### config.mk
export PLATFORM = sky130hd
export DESIGN_NAME = rsqrt_search
export DESIGN_NICKNAME = d
export VERILOG_FILES = /design/src/rtl/rsqrt_pkg.sv /design/src/rtl/rsqrt_trial.sv /design/src/rtl/rsqrt_seq.sv /design/src/rtl/rsqrt_search.sv
export SDC_FILE = /design/constraint.sdc
export NUM_CORES = 1
export LEC_CHECK = 0
export BUFFER_PORTS_ARGS = -buffer_cell sky130_fd_sc_hd__buf_4
export CAP_MARGIN = 20
export CORE_MARGIN = 1.5
export CORE_UTILIZATION = 40
export CTS_BUF_LIST = sky130_fd_sc_hd__clkbuf_16
export CTS_CLUSTER_DIAMETER = 150
export DETAILED_ROUTE_END_ITERATION = 7
export PLACE_DENSITY = 0.62
export SLEW_MARGIN = 20
export SYNTH_ARGS = -nofsm -noshare
export SYNTH_HDL_FRONTEND = slang
export SYNTH_SLANG_ARGS = --single-unit
### constraint.sdc
create_clock -name clk -period 9.6 [get_ports clk]
set_clock_uncertainty 0.1 [all_clocks]
set_input_delay 0.48 -clock clk [delete_from_list [all_inputs] [get_ports clk]]
set_output_delay 0.48 -clock clk [all_outputs]
set_load 0.05 [all_outputs]
### src/rtl/rsqrt_pkg.sv
package rsqrt_pkg;

    typedef enum logic [1:0] {
        RS_IDLE = 2'd0,
        RS_RUN  = 2'd1,
        RS_DONE = 2'd2
    } rs_state_e;

endpackage

### src/rtl/rsqrt_trial.sv
// One bit decision of the search: tries x + 2^-k and keeps it if a*(x+2^-k)^2 <= 1.
module rsqrt_trial #(
    parameter int W  = 8,
    parameter int AF = 8,
    parameter int KW = 4
) (
    input  logic [AF:0]          a_i,
    input  logic [W:0]           x_i,
    input  logic [AF+2*W+2:0]    sq_i,
    input  logic [AF+W+1:0]      ax_i,
    input  logic [KW-1:0]        k_i,
    output logic [W:0]           x_o,
    output logic [AF+2*W+2:0]    sq_o,
    output logic [AF+W+1:0]      ax_o
);
    localparam int XW  = W + 1;
    localparam int SQW = AF + 2*W + 3;
    localparam int AXW = AF + W + 2;
    localparam logic [SQW-1:0] ONE = SQW'(1) << (AF + 2*W);

    logic           en;
    logic           take;
    int             kk;
    logic [SQW-1:0] cand;

    always_comb begin
        en   = (int'(k_i) >= 1) && (int'(k_i) <= W);
        kk   = en ? int'(k_i) : W;
        // a*x*2^(1-k) and a*2^(-2k), both aligned to 2^-(AF+2W)
        cand = sq_i + (SQW'(ax_i) << (W + 1 - kk)) + (SQW'(a_i) << (2*W - 2*kk));
        take = en && (cand <= ONE);
        x_o  = take ? (x_i | (XW'(1) << (W - kk))) : x_i;
        sq_o = take ? cand : sq_i;
        ax_o = take ? (ax_i + (AXW'(a_i) << (W - kk))) : ax_i;
    end

endmodule

### src/rtl/rsqrt_seq.sv
// Job sequencer: idle / searching / holding result, plus the trial index.
module rsqrt_seq
    import rsqrt_pkg::*;
#(
    parameter int W     = 8,
    parameter int STEPS = 1,
    parameter int KW    = 4
) (
    input  logic          clk,
    input  logic          rst_n,
    input  logic          in_valid,
    input  logic          out_ready,
    output logic          in_ready,
    output logic          out_valid,
    output logic          load,
    output logic          run,
    output logic [KW-1:0] k
);
    localparam int NCYC = (W + STEPS - 1) / STEPS;

    typedef struct packed {
        rs_state_e     st;
        logic [KW-1:0] k;
    } seq_t;

    seq_t seq_d, seq_q;

    always_comb begin
        seq_d = seq_q;
        unique case (seq_q.st)
            RS_IDLE: begin
                if (in_valid) begin
                    seq_d.st = RS_RUN;
                    seq_d.k  = KW'(1);
                end
            end
            RS_RUN: begin
                seq_d.k = seq_q.k + KW'(STEPS);
                if (int'(seq_q.k) + STEPS > W) seq_d.st = RS_DONE;
            end
            RS_DONE: begin
                if (out_ready) seq_d.st = RS_IDLE;
            end
            default: seq_d.st = RS_IDLE;
        endcase
    end

    always_ff @(posedge clk or negedge rst_n) begin
        if (!rst_n) begin
            seq_q.st <= RS_IDLE;
            seq_q.k  <= '0;
        end else begin
            seq_q <= seq_d;
        end
    end

    assign in_ready  = (seq_q.st == RS_IDLE);
    assign out_valid = (seq_q.st == RS_DONE);
    assign load      = in_ready && in_valid;
    assign run       = (seq_q.st == RS_RUN);
    assign k         = seq_q.k;

    // cycle count since the operand was taken, for the latency check
    logic [KW-1:0] lat_q;
    always_ff @(posedge clk or negedge rst_n) begin
        if (!rst_n)      lat_q <= '0;
        else if (load)   lat_q <= '0;
        else if (run)    lat_q <= lat_q + KW'(1);
    end

    assert_busy_blocks_R2: assert property (@(posedge clk) disable iff (!rst_n)
        (in_valid && in_ready) |=> !in_ready);

    assert_latency_R6: assert property (@(posedge clk) disable iff (!rst_n)
        $rose(out_valid) |-> (int'(lat_q) == NCYC));

    assert_valid_held_R7: assert property (@(posedge clk) disable iff (!rst_n)
        (out_valid && !out_ready) |=> out_valid);

    assert_index_range_R6: assert property (@(posedge clk) disable iff (!rst_n)
        run |-> (int'(k) >= 1 && int'(k) <= W));

endmodule

### src/rtl/rsqrt_search.sv
module rsqrt_search
    import rsqrt_pkg::*;
#(
    parameter int W     = 8,
    parameter int AF    = 8,
    parameter int STEPS = 1
) (
    input  logic               clk,
    input  logic               rst_n,
    input  logic               in_valid,
    output logic               in_ready,
    input  logic [AF:0]        a_in,
    output logic               out_valid,
    input  logic               out_ready,
    output logic [W:0]         x_out,
    output logic [AF+2*W:0]    rem_out
);
    localparam int AW  = AF + 1;
    localparam int XW  = W + 1;
    localparam int SQW = AF + 2*W + 3;
    localparam int AXW = AF + W + 2;
    localparam int RW  = AF + 2*W + 1;
    localparam int KW  = $clog2(W + STEPS + 1);
    localparam logic [SQW-1:0] ONE = SQW'(1) << (AF + 2*W);

    typedef struct packed {
        logic [AW-1:0]  a;
        logic [XW-1:0]  x;
        logic [SQW-1:0] sq;
        logic [AXW-1:0] ax;
    } dp_t;

    dp_t dp_d, dp_q;

    logic          load;
    logic          run;
    logic [KW-1:0] k_q;

    rsqrt_seq #(.W(W), .STEPS(STEPS), .KW(KW)) u_seq (
        .clk       (clk),
        .rst_n     (rst_n),
        .in_valid  (in_valid),
        .out_ready (out_ready),
        .in_ready  (in_ready),
        .out_valid (out_valid),
        .load      (load),
        .run       (run),
        .k         (k_q)
    );

    // chain of trial units, STEPS per clock
    logic [XW-1:0]  xc  [STEPS+1];
    logic [SQW-1:0] sqc [STEPS+1];
    logic [AXW-1:0] axc [STEPS+1];

    assign xc[0]  = dp_q.x;
    assign sqc[0] = dp_q.sq;
    assign axc[0] = dp_q.ax;

    for (genvar g = 0; g < STEPS; g++) begin : g_step
        rsqrt_trial #(.W(W), .AF(AF), .KW(KW)) u_trial (
            .a_i  (dp_q.a),
            .x_i  (xc[g]),
            .sq_i (sqc[g]),
            .ax_i (axc[g]),
            .k_i  (k_q + KW'(g)),
            .x_o  (xc[g+1]),
            .sq_o (sqc[g+1]),
            .ax_o (axc[g+1])
        );
    end

    always_comb begin
        dp_d = dp_q;
        if (load) begin
            dp_d.a  = a_in;
            dp_d.x  = XW'(1) << W;             // x = 1.0
            dp_d.sq = SQW'(a_in) << (2*W);     // a * 1.0^2
            dp_d.ax = AXW'(a_in) << W;         // a * 1.0
        end else if (run) begin
            dp_d.x  = xc[STEPS];
            dp_d.sq = sqc[STEPS];
            dp_d.ax = axc[STEPS];
        end
    end

    always_ff @(posedge clk or negedge rst_n) begin
        if (!rst_n) begin
            dp_q <= '0;
        end else begin
            dp_q <= dp_d;
        end
    end

    assign x_out   = dp_q.x;
    assign rem_out = RW'(ONE - dp_q.sq);

    assert_square_bound_R3: assert property (@(posedge clk) disable iff (!rst_n)
        out_valid |-> (dp_q.sq <= ONE));

    assert_root_at_least_one_R3: assert property (@(posedge clk) disable iff (!rst_n)
        out_valid |-> x_out[W]);

    assert_linear_exact_R5: assert property (@(posedge clk) disable iff (!rst_n)
        out_valid |-> (dp_q.ax == AXW'(AXW'(dp_q.a) * AXW'(dp_q.x))));

    assert_square_exact_R5: assert property (@(posedge clk) disable iff (!rst_n)
        out_valid |-> (dp_q.sq == SQW'(SQW'(dp_q.a) * SQW'(dp_q.x) * SQW'(dp_q.x))));

    assert_result_stable_R7: assert property (@(posedge clk) disable iff (!rst_n)
        (out_valid && !out_ready) |=> ($stable(x_out) && $stable(rem_out)));

endmodule

* Word level (Yosys, flattened, before mapping)
Index checks and enable logic that the tools add are counted.
** Word-level totals
- Flip-flop bits (word level) :: 69
- Logic and storage cells :: 50
- Output and inout port bits :: 36
** Cells by class
- Equality and inequality tests :: 5
- Bitwise logic cells :: 1
- $add $sub $neg :: 9
- Shifts and indexed selects :: 4
- Multiplexer cells :: 11
- Reduce and logical (&&, ||, !) cells :: 10
- Order comparisons :: 4
** Operator list (number)
- 2-to-1 mux 54 bit :: 2
- subtractor 5 x 32 -> 32 bit, first input constant :: 2
- adder 27 bit :: 2
- > comparator 32 x 5 -> 1 bit, second input constant :: 1
- left shift 1 x 32 -> 9 bit, first input constant :: 1
- left shift 18 x 32 -> 27 bit :: 1
- left shift 9 x 32 -> 18 bit :: 1
- left shift 9 x 32 -> 27 bit :: 1
- subtractor 6 x 32 -> 32 bit, first input constant :: 1
- less-or-equal comparator 27 x 25 -> 1 bit, second input constant :: 1
- 2-to-1 mux 27 bit :: 1
- subtractor 25 bit, first input constant :: 1
- adder 18 bit :: 1
- 2-to-1 mux 18 bit :: 1
- 2-to-1 mux 9 bit :: 1
- bitwise OR 9 bit :: 1
- case mux 4 bit (2 select lines) :: 1
- 2-to-1 mux 6 bit :: 1
- case mux 2 bit (3 select lines) :: 1
- nonzero test 2 bit :: 3
- adder 4 x 1 -> 5 bit, second input constant :: 1
- adder 4 x 1 -> 4 bit, second input constant :: 1
- >= comparator 4 x 1 -> 1 bit, second input constant :: 1
- less-or-equal comparator 4 bit, second input constant :: 1
- 10 further kinds :: 15

* Depth between registers and ports, before layout
Gate-level depths: netlist of run 1.
- Depth in word-level cells :: 12
- Gate-level depth with buffers :: 34

* By module
Synthesis of run 1 repeated with hierarchy kept, for this count alone.
** Second synthesis, totals
- Cells, all modules :: 1095
- Area, all modules :: 9142.5 µm²
** By module, submodules not included
- rsqrt_trial :: area each 5576.6 µm², cells each 756, instances 1, seq. area each 0.0 µm²
- rsqrt_search :: area each 3199.3 µm², cells each 302, instances 1, seq. area each 1576.5 µm²
- rsqrt_seq :: area each 366.6 µm², cells each 37, instances 1, seq. area each 150.1 µm²

* Least setup slack after synthesis of run 1
OpenSTA, ideal clock, no wires.
- Path kind :: register -> register
- Start :: register, netlist name u_seq.k[1]
- End :: register dp_q (netlist bit axc[28])
- Slack :: 2.052 ns
- Arrival :: 7.322 ns
- Stages on the path, launching flop included :: 31
- Buffers on the path :: 4
- Cell sequence :: dfrtp_1 clkbuf_1 inv_1 ha_1 nor4b_2 a21oi_1 and2_1 clkbuf_1 inv_2 clkbuf_1 ha_1 ha_1 a21bo_2 o2111ai_1 nor3_1 and3_1 fa_1 ha_1 fa_1 a21oi_2 o2111ai_1 a211oi_2 nor3_1 or3_1 a211oi_1 nand4_1 or4b_4 o31ai_4 nand2_2 buf_2 a311o_1
** On the way
- Word-level cells in the longest chain between the ends :: 11
** RTL lines
- >= comparator 4 x 1 -> 1 bit or less-or-equal comparator 4 bit (tied branches) :: RTL line rsqrt_trial.sv:27 : en = (int'(k_i) >= 1) && (int'(k_i) <= W);
- logical AND 1 bit :: RTL line rsqrt_trial.sv:27
- 2-to-1 mux 4 bit :: RTL line rsqrt_trial.sv:28 : kk = en ? int'(k_i) : W;
- subtractor 5 x 32 -> 32 bit :: RTL line rsqrt_trial.sv:30 : cand = sq_i + (SQW'(ax_i) << (W + 1 - kk)) + (SQW'(a_i) << (2*W - 2*kk));
- left shift 18 x 32 -> 27 bit :: RTL line rsqrt_trial.sv:30
- adder 27 bit (2 in a row) :: RTL line rsqrt_trial.sv:30
- less-or-equal comparator 27 x 25 -> 1 bit :: RTL line rsqrt_trial.sv:31 : take = en && (cand <= ONE);
- logical AND 1 bit :: RTL line rsqrt_trial.sv:31
- nonzero test 2 bit (no line)
- AND reduction 2 bit (no line)
- end signal, assigned :: RTL line rsqrt_search.sv:91 : dp_q <= dp_d;
- end, declared :: RTL line rsqrt_search.sv:33 : dp_t dp_d, dp_q;
Parallel ways exist; a longest one is shown, timed or not. The select of a mux whose other input is x is not followed.
A chain may end at the register's enable or synchronous reset.

* Worst setup path after layout of run 1
- Start :: register, netlist name u_seq.k[0]
- End :: register dp_q (netlist bit axc[24])
** On the way
- Word-level cells in the longest chain between the ends :: 11
** RTL lines (RTL line)
- >= comparator 4 x 1 -> 1 bit or less-or-equal comparator 4 bit (tied branches) :: rsqrt_trial.sv:27
- logical AND 1 bit :: rsqrt_trial.sv:27
- 2-to-1 mux 4 bit :: rsqrt_trial.sv:28
- subtractor 5 x 32 -> 32 bit :: rsqrt_trial.sv:30
- left shift 18 x 32 -> 27 bit :: rsqrt_trial.sv:30
- adder 27 bit (2 in a row) :: rsqrt_trial.sv:30
- less-or-equal comparator 27 x 25 -> 1 bit :: rsqrt_trial.sv:31
- logical AND 1 bit :: rsqrt_trial.sv:31
- nonzero test 2 bit (no line)
- AND reduction 2 bit (no line)
Parallel ways exist; a longest one is shown, timed or not. The select of a mux whose other input is x is not followed.

==> impl_metrics.csv, run 1 <==
group,metric,value,unit
outcome,status,"complete, no violations",
grt,grt.overflow.total,0,
grt,grt_pass1_vias,7227,
sta,fmax,110,MHz
final_layout,final_layout_size_suffix_gt1_frac,0.106,
min_path,min_path_type,"input port to asynchronous set/reset pin",
die,start_util,0.407,
synth,synth_common_cells,"123 x nand2_1, 95 x nor2_1, 69 x dfrtp_1",
synth,synth_xor_area_frac,0.0671,
final_layout,fin_nets,1115,
place,dpl.hpwl,20700,um
synth,synthCells,1015,
critical_path,critPathArrivalTime,9280,ps
clock_tree,clk_pin_slew,60,ps
synth,synthAdderAreaFrac,0.148,
place,numPortBuffers,48,
synth,seq_area_frac_synth,0.210,
clock_tree,root_buffer,"clkbuf_16",
sta,worstMarginPinSlew,1050,ps
clock_tree,clock_latency,360,ps
clock_tree,cts.sinks,69,
sta,post-route-min-period,9100,ps
place,place_congestion,0.927,
final_layout,multi_input_area,0.00609,mm^2
synth,syn_area_per_cell,8.08,um^2
critical_path,slowest_stage,"nor3_1",
flow_run,maxCapViolCount,0,
final_layout,fillers,2040,
synth,synth-simple-area-share,0.233,
clock_tree,ctsResizeCount,0,
die,die_x,146,um
critical_path,cp.required,9780,ps
final_layout,area_delta_synth_final,9.61,%
synth,synth_top_area_cell,"dfrtp_1",
sta,worst_slew_margin_rel,0.293,
die,dieArea,0.0214,mm^2
clock_tree,cts.hold.buffers_added,0,
die,core,0.0202,mm^2
detailed_routing,dr.pass1.iters,5,
critical_path,endpoint_kind,"flop",
synth,synth_compound_area_frac,0.207,
synth,yosysTopAreaCellShare,0.210,
clock_tree,cts_inserted_buffers,9,
detailed_routing,routed_wl,26300,um
detailed_routing,via_per_inst,5.98,
synth,synth_seq_cells,69,
synth,yosys-top-cells-area,"dfrtp_1 21%, ha_1 7.9%, mux2i_1 7.4%, fa_1 6.8%, nand2_1 5.6%",
critical_path,crit_fanout,22,
synth,ys.flop_type,"dfrtp_1",
synth,synth-edff-count,0,
die,die_h,146,um
grt,grt_max_degree,70,
critical_path,crit_family,"simple AND/OR/NAND/NOR gates",
critical_path,rrSetupSlack,500,ps
clock_tree,htree_levels,3,
sta,slew_viol_final,0,
sta,rsz0062_at_grt,"false",
critical_path,max_stage_delay,870,ps
detailed_routing,drc,0,
die,row_count,52,
final_layout,antenna_cells,0,
clock_tree,cts_buffer_depth,2,
grt,grt_pass1_wl,41000,um
synth,synth_top_family_by_area,"simple AND/OR/NAND/NOR gates",
final_layout,regArea,0.00173,mm^2
detailed_routing,avgRoutedWirePerCell,20.3,um
sta,setup_viol,0,
critical_path,timing.rr.start,"u_seq.k[0]",
detailed_routing,drtAntennaViolNets,0,
grt,antenna_found_initial,0,
synth,yosysMostFrequentCell,"nand2_1",
critical_path,ff2ff_path_depth,27,
critical_path,critPathLaunchType,"flop",
die,io_pins,49,
sta,finalHoldViolCount,0,
critical_path,r2r_end,"axc[24]",
detailed_routing,drt_iter0_drc,665,
synth,netlist-cell-type-count,76,
clock_tree,post_cts_buffers,0,
synth,muxShareOfSynthArea,0.0868,
grt,track_usage,0.247,
detailed_routing,via_count,7762,
critical_path,crit_type,"flop to flop",
synth,async_reset_ff_frac,1.00,
synth,syn-cell-area,0.00820,mm^2
sta,fin_crit_sh,0.948,
synth,yosys_warnings,0,
clock_tree,cts_tree,"yes",
sta,fin_setup_tns,0,ps
critical_path,crit_buf_inv,4,
critical_path,cpMostUsedCell,"ha_1",
critical_path,path_depth,27,
synth,syn_nets,1108,
==> sequential cells by signal, summed over array words and instances, names as in the netlist <==
name and cells:
u_seq.k 4, axc 18, u_seq.seq_q 2, dp_q 36, x_out 9
==> how the worst max path moves through the flow <==
stage                    start        to
CTS                 u_seq.k[0]   axc[28]
global route        u_seq.k[0]   axc[24]
detailed placement  u_seq.k[0]   axc[28]
finish              u_seq.k[0]   axc[24]
global placement    u_seq.k[0]  x_out[8]
floorplan           u_seq.k[1]   axc[28]
==> worst register-to-register path: cells and delay by family (launching register included) <==
| kind | cells | cell delay [ps] |
|---|---|---|
| mux | 1 | 230 |
| buf+inv | 4 | 950 |
| flops | 1 | 550 |
| xor+xnor | 1 | 180 |
| fa+ha+maj | 5 | 1770 |
| simple gates | 8 | 3300 |
| compound gates | 8 | 1960 |
==> routing by layer <==
metal | vias to the layer above | global-route usage | share of wire
met5 | - | 0 | 0
met4 | 0 | 0.0924 | 0.029
met3 | 43 | 0.0325 | 0.051
met2 | 256 | 0.377 | 0.45
met1 | 3751 | 0.356 | 0.47
li1 | 3712 | - | -
==> cell families (layout without fill, tap and decap cells) <==
kind of cell / count (synthesis) / in the layout
adder cells (fa/ha/maj): 80 / 80
flip-flops: 69 / 69
AND/OR/NAND/NOR: 398 / 398
AO/OA/AOI/OAI: 248 / 248
multiplexers: 70 / 70
XOR/XNOR: 62 / 62
buffers and inverters: 88 / 100
==> through the flow <==
stage | worst slack (ps) | cells | hold WS [ps] | utilization | instance area [um^2]
6_report | 498 | 1297 | 162 | 0.446 | 8990
5_1_grt | 75.5 | 1297 | 227 | 0.446 | 8990
4_1_cts | 701 | 1297 | 206 | 0.446 | 8990
3_5_place_dp | 748 | 1281 | 383 | 0.432 | 8710
3_3_place_gp | 1010 | 1281 | 379 | 0.432 | 8710
2_1_floorplan | 2050 | 1015 | 84.4 | - | 8200
==> cells in the final DEF (no fill, tap or decap), types with 9 or more instances in the layout <==
master       n
clkbuf_16    9
a21oi_1     54
and2_1      13
and3_1      17
nor3_1      39
o31ai_1     14
fa_1        28
xor2_1      24
dfrtp_1     69
nand2_1    122
xnor2_1     37
nor2_1      95
ha_1        52
buf_4       63
a311o_1     10
a21o_1      24
o21ai_0     43
nor4_1      10
nor2b_1      9
o21a_1       9
nand3_1     40
a31oi_1     18
inv_1       20
mux2_2       9
mux2i_1     61
==> area by class of cell <==
type,count,area share
tap,270,0.0376
sequential,69,0.192
clock buffer,9,0.0250
multi-input combinational,858,0.678
timing repair buffer,63,0.0526
inverter,21,0.00877
clock inverter,7,0.00640
Power of run 1 is not shown: default switching activity piles up to over one toggle a cycle in this logic, so the estimate is an artifact.
==> run 2: changes to the inputs <==
--- a/config.mk
+++ b/config.mk
@@ -16,4 +16,5 @@
 export SLEW_MARGIN = 20
 export SYNTH_ARGS = -nofsm -noshare
 export SYNTH_HDL_FRONTEND = slang
+export SYNTH_HIERARCHICAL = 1
 export SYNTH_SLANG_ARGS = --single-unit
==> run 2 against run 1 <==
Against the previous run:
- count of clock-buffer cells in the layout is the same
- critical path type unchanged
- die area grew 11%
- worst setup slack gained 130 ps
- non-clock buffer count shrank 7
- sequential share of layout area shrank 1.8 points
- critical endpoint is now axc[26]
- global-route usage shrank 1.1 points
- sequential cell count is the same
- synthesized cell count grew 7.9%
- highest routed layer unchanged
- area after synthesis grew 11%
- cell area grew 10%
- hold slack lost 97 ps
==> impl_metrics.csv, run 2 <==
group,metric,value,unit
min_path,min_path_type,"input port to asynchronous set/reset pin",
die,io_pins,49,
final_layout,largest_reg_flops,36,
grt,grt_max_degree,76,
final_layout,final_area,0.00993,mm^2
sta,worst_slew_margin_rel,0.282,
detailed_routing,routed_wl,27500,um
clock_tree,root_buffer,"clkbuf_16",
critical_path,critPathArrivalTime,9080,ps
critical_path,cp_cell_sequence,"nor2b_1 > inv_2 > ha_1 > nand2_1 > ha_1 > inv_1 > nor2_1 > nand2_1 > fa_1 > inv_1 > ha_1 > fa_1 > xor2_1 > or4_1 > or3_1 > or4_1 > nor4b_1 > nand4_1 > nor4_4 > o21ai_4 > buf_4 > mux2_4 > a211oi_1 > nor2_1",
critical_path,r2r_end,"axc[26]",
critical_path,ff2ff_path_depth,24,
detailed_routing,drtAntennaViolNets,0,
sta,setup_viol,0,
critical_path,endpoint_kind,"flop",
die,start_util,0.406,
grt,grt.overflow.total,0,
sta,fmax,112,MHz
synth,syn-cell-area,0.00914,mm^2
clock_tree,cts_inserted_buffers,9,
sta,slew_viol_final,0,
sta,finalHoldViolCount,0,
place,place_area,0.00960,mm^2
final_layout,layout_commonest_cell,"nor2_1",
synth,synth_common_cells,"143 x nor2_1, 93 x mux2i_1, 69 x dfrtp_1",
final_layout,antenna_cells,0,
critical_path,cpMostUsedCell,"ha_1",
final_layout,regArea,0.00173,mm^2
sta,rsz0062_at_grt,"false",
clock_tree,cts.sinks,69,
synth,yosysTopAreaCellShare,0.189,
critical_path,crit_family,"simple AND/OR/NAND/NOR gates",
critical_path,crit_fanout,50,
synth,synth_seq_cells,69,
die,die_x,154,um
detailed_routing,avgRoutedWirePerCell,19.8,um
critical_path,startpoint,"u_seq/k[3]",
clock_tree,htree_levels,3,
synth,seq_area_frac_synth,0.189,
critical_path,cp.required,9720,ps
detailed_routing,drt_iter0_drc,711,
place,numPortBuffers,48,
sta,fin_setup_tns,0,ps
synth,async_reset_ff_frac,1.00,
place,place_congestion,0.944,
clock_tree,ctsResizeCount,0,
clock_tree,clock_latency,350,ps
grt,grt_pass1_vias,7769,
critical_path,max_stage_delay,640,ps
flow_run,maxCapViolCount,0,
final_layout,multi_input_area,0.00689,mm^2
synth,syn_nets,1186,
clock_tree,clk_pin_slew,60,ps
detailed_routing,dr.pass1.iters,5,
clock_tree,cts_buffer_depth,2,
sta,worstMarginPinSlew,1080,ps
sta,fin_crit_sh,0.934,
final_layout,area_delta_synth_final,8.58,%
critical_path,path_depth,24,
final_layout,max_flop_register,"dp_q",
critical_path,crit_buf_inv,4,
critical_path,slowest_stage,"nor2b_1",
synth,netlist-cell-type-count,76,
grt,grt_pass1_wl,43800,um
die,die_h,154,um
detailed_routing,via_per_inst,5.88,
detailed_routing,via_count,8152,
final_layout,most-common-layout-cells,"143 x nor2_1, 93 x mux2i_1, 69 x dfrtp_1",
grt,antenna_found_initial,0,
clock_tree,cts_tree,"yes",
synth,yosys-top-cells-area,"dfrtp_1 19%, mux2i_1 10%, ha_1 6.8%, fa_1 6.1%, nor2_1 5.9%",
final_layout,final_layout_size_suffix_gt1_frac,0.130,
critical_path,critPathLaunchType,"flop",
detailed_routing,drc,0,
critical_path,endpoint,"axc[26]",
critical_path,crit_type,"flop to flop",
synth,syn_area_per_cell,8.35,um^2
clock_tree,cts.hold.buffers_added,0,
final_layout,fin_nets,1187,
synth,yosys_warnings,6,
synth,yosysMostFrequentCell,"nor2_1",
die,row_count,55,
die,dieArea,0.0238,mm^2
sta,post-route-min-period,8970,ps
final_layout,fillers,2241,
clock_tree,post_cts_buffers,0,
synth,synth_top_area_cell,"dfrtp_1",
synth,synthCells,1095,
critical_path,timing.rr.start,"u_seq/k[3]",
place,dpl.hpwl,20900,um
grt,track_usage,0.236,
synth,synth-edff-count,0,
outcome,status,"complete, no violations",
synth,ys.flop_type,"dfrtp_1",
die,core,0.0225,mm^2
critical_path,rrSetupSlack,630,ps
==> run 2: cell types whose count changed in the layout (fill, tap and decap cells not counted), sizes merged, moves of 11 or more <==
cell    change
a211oi     +15
a21o       -15
inv        +38
mux2       +37
mux2i      +32
nand2      -56
nor2       +47
nor2b      +30
nor3       -14
o31ai      -11
==> run 2: cell type report <==
class / instances / share of cell area
Timing Repair Buffer: 56 / 0.0427
Clock inverter: 7 / 0.00983
Sequential cell: 69 / 0.174
Clock buffer: 9 / 0.0227
Tap cell: 285 / 0.0359
Multi-Input combinational cell: 904 / 0.694
Inverter: 56 / 0.0212
==> run 2: per-layer routing <==
metal / global-route usage / share of wire / wire length, um / vias to the layer above
met3: 0.0331 / 0.056 / 1550 / 24
li1: - / - / - / 3908
met2: 0.378 / 0.46 / 12800 / 242
met5: 0 / 0 / 0 / -
met4: 0.0569 / 0.016 / 446 / 0
met1: 0.336 / 0.46 / 12700 / 3978
==> run 2: logic make-up after synthesis <==
group / count (synthesis) / synth area share
adder cells (fa/ha/maj): 78 / 0.130
multiplexers: 142 / 0.180
buffers and inverters: 122 / 0.0605
AND/OR/NAND/NOR: 397 / 0.216
AO/OA/AOI/OAI: 230 / 0.170
XOR/XNOR: 57 / 0.0546
flip-flops: 69 / 0.189
==> run 2: worst min-delay path by stage <==
stage	slack, ps	start	depth (start not counted)	end
finish	60	rst_n	1	dp_q[33]
global route	120	rst_n	1	dp_q[33]
CTS	240	rst_n	1	dp_q[33]
detailed placement	440	x_out[2]	2	x_out[2]
global placement	430	x_out[1]	2	x_out[1]
floorplan	80	rst_n	0	axc[18]
==> run 2: stage by stage <==
stage               cells  hold slack [ps]  utilization  worst slack (ps)
global placement     1370              430        0.427               787
finish               1386             64.7        0.441               633
floorplan            1095             84.4            -              2370
detailed placement   1370              440        0.427               799
global route         1386              124        0.441               144
CTS                  1386              237        0.441               765
Power of run 2 is left out for the same reason.
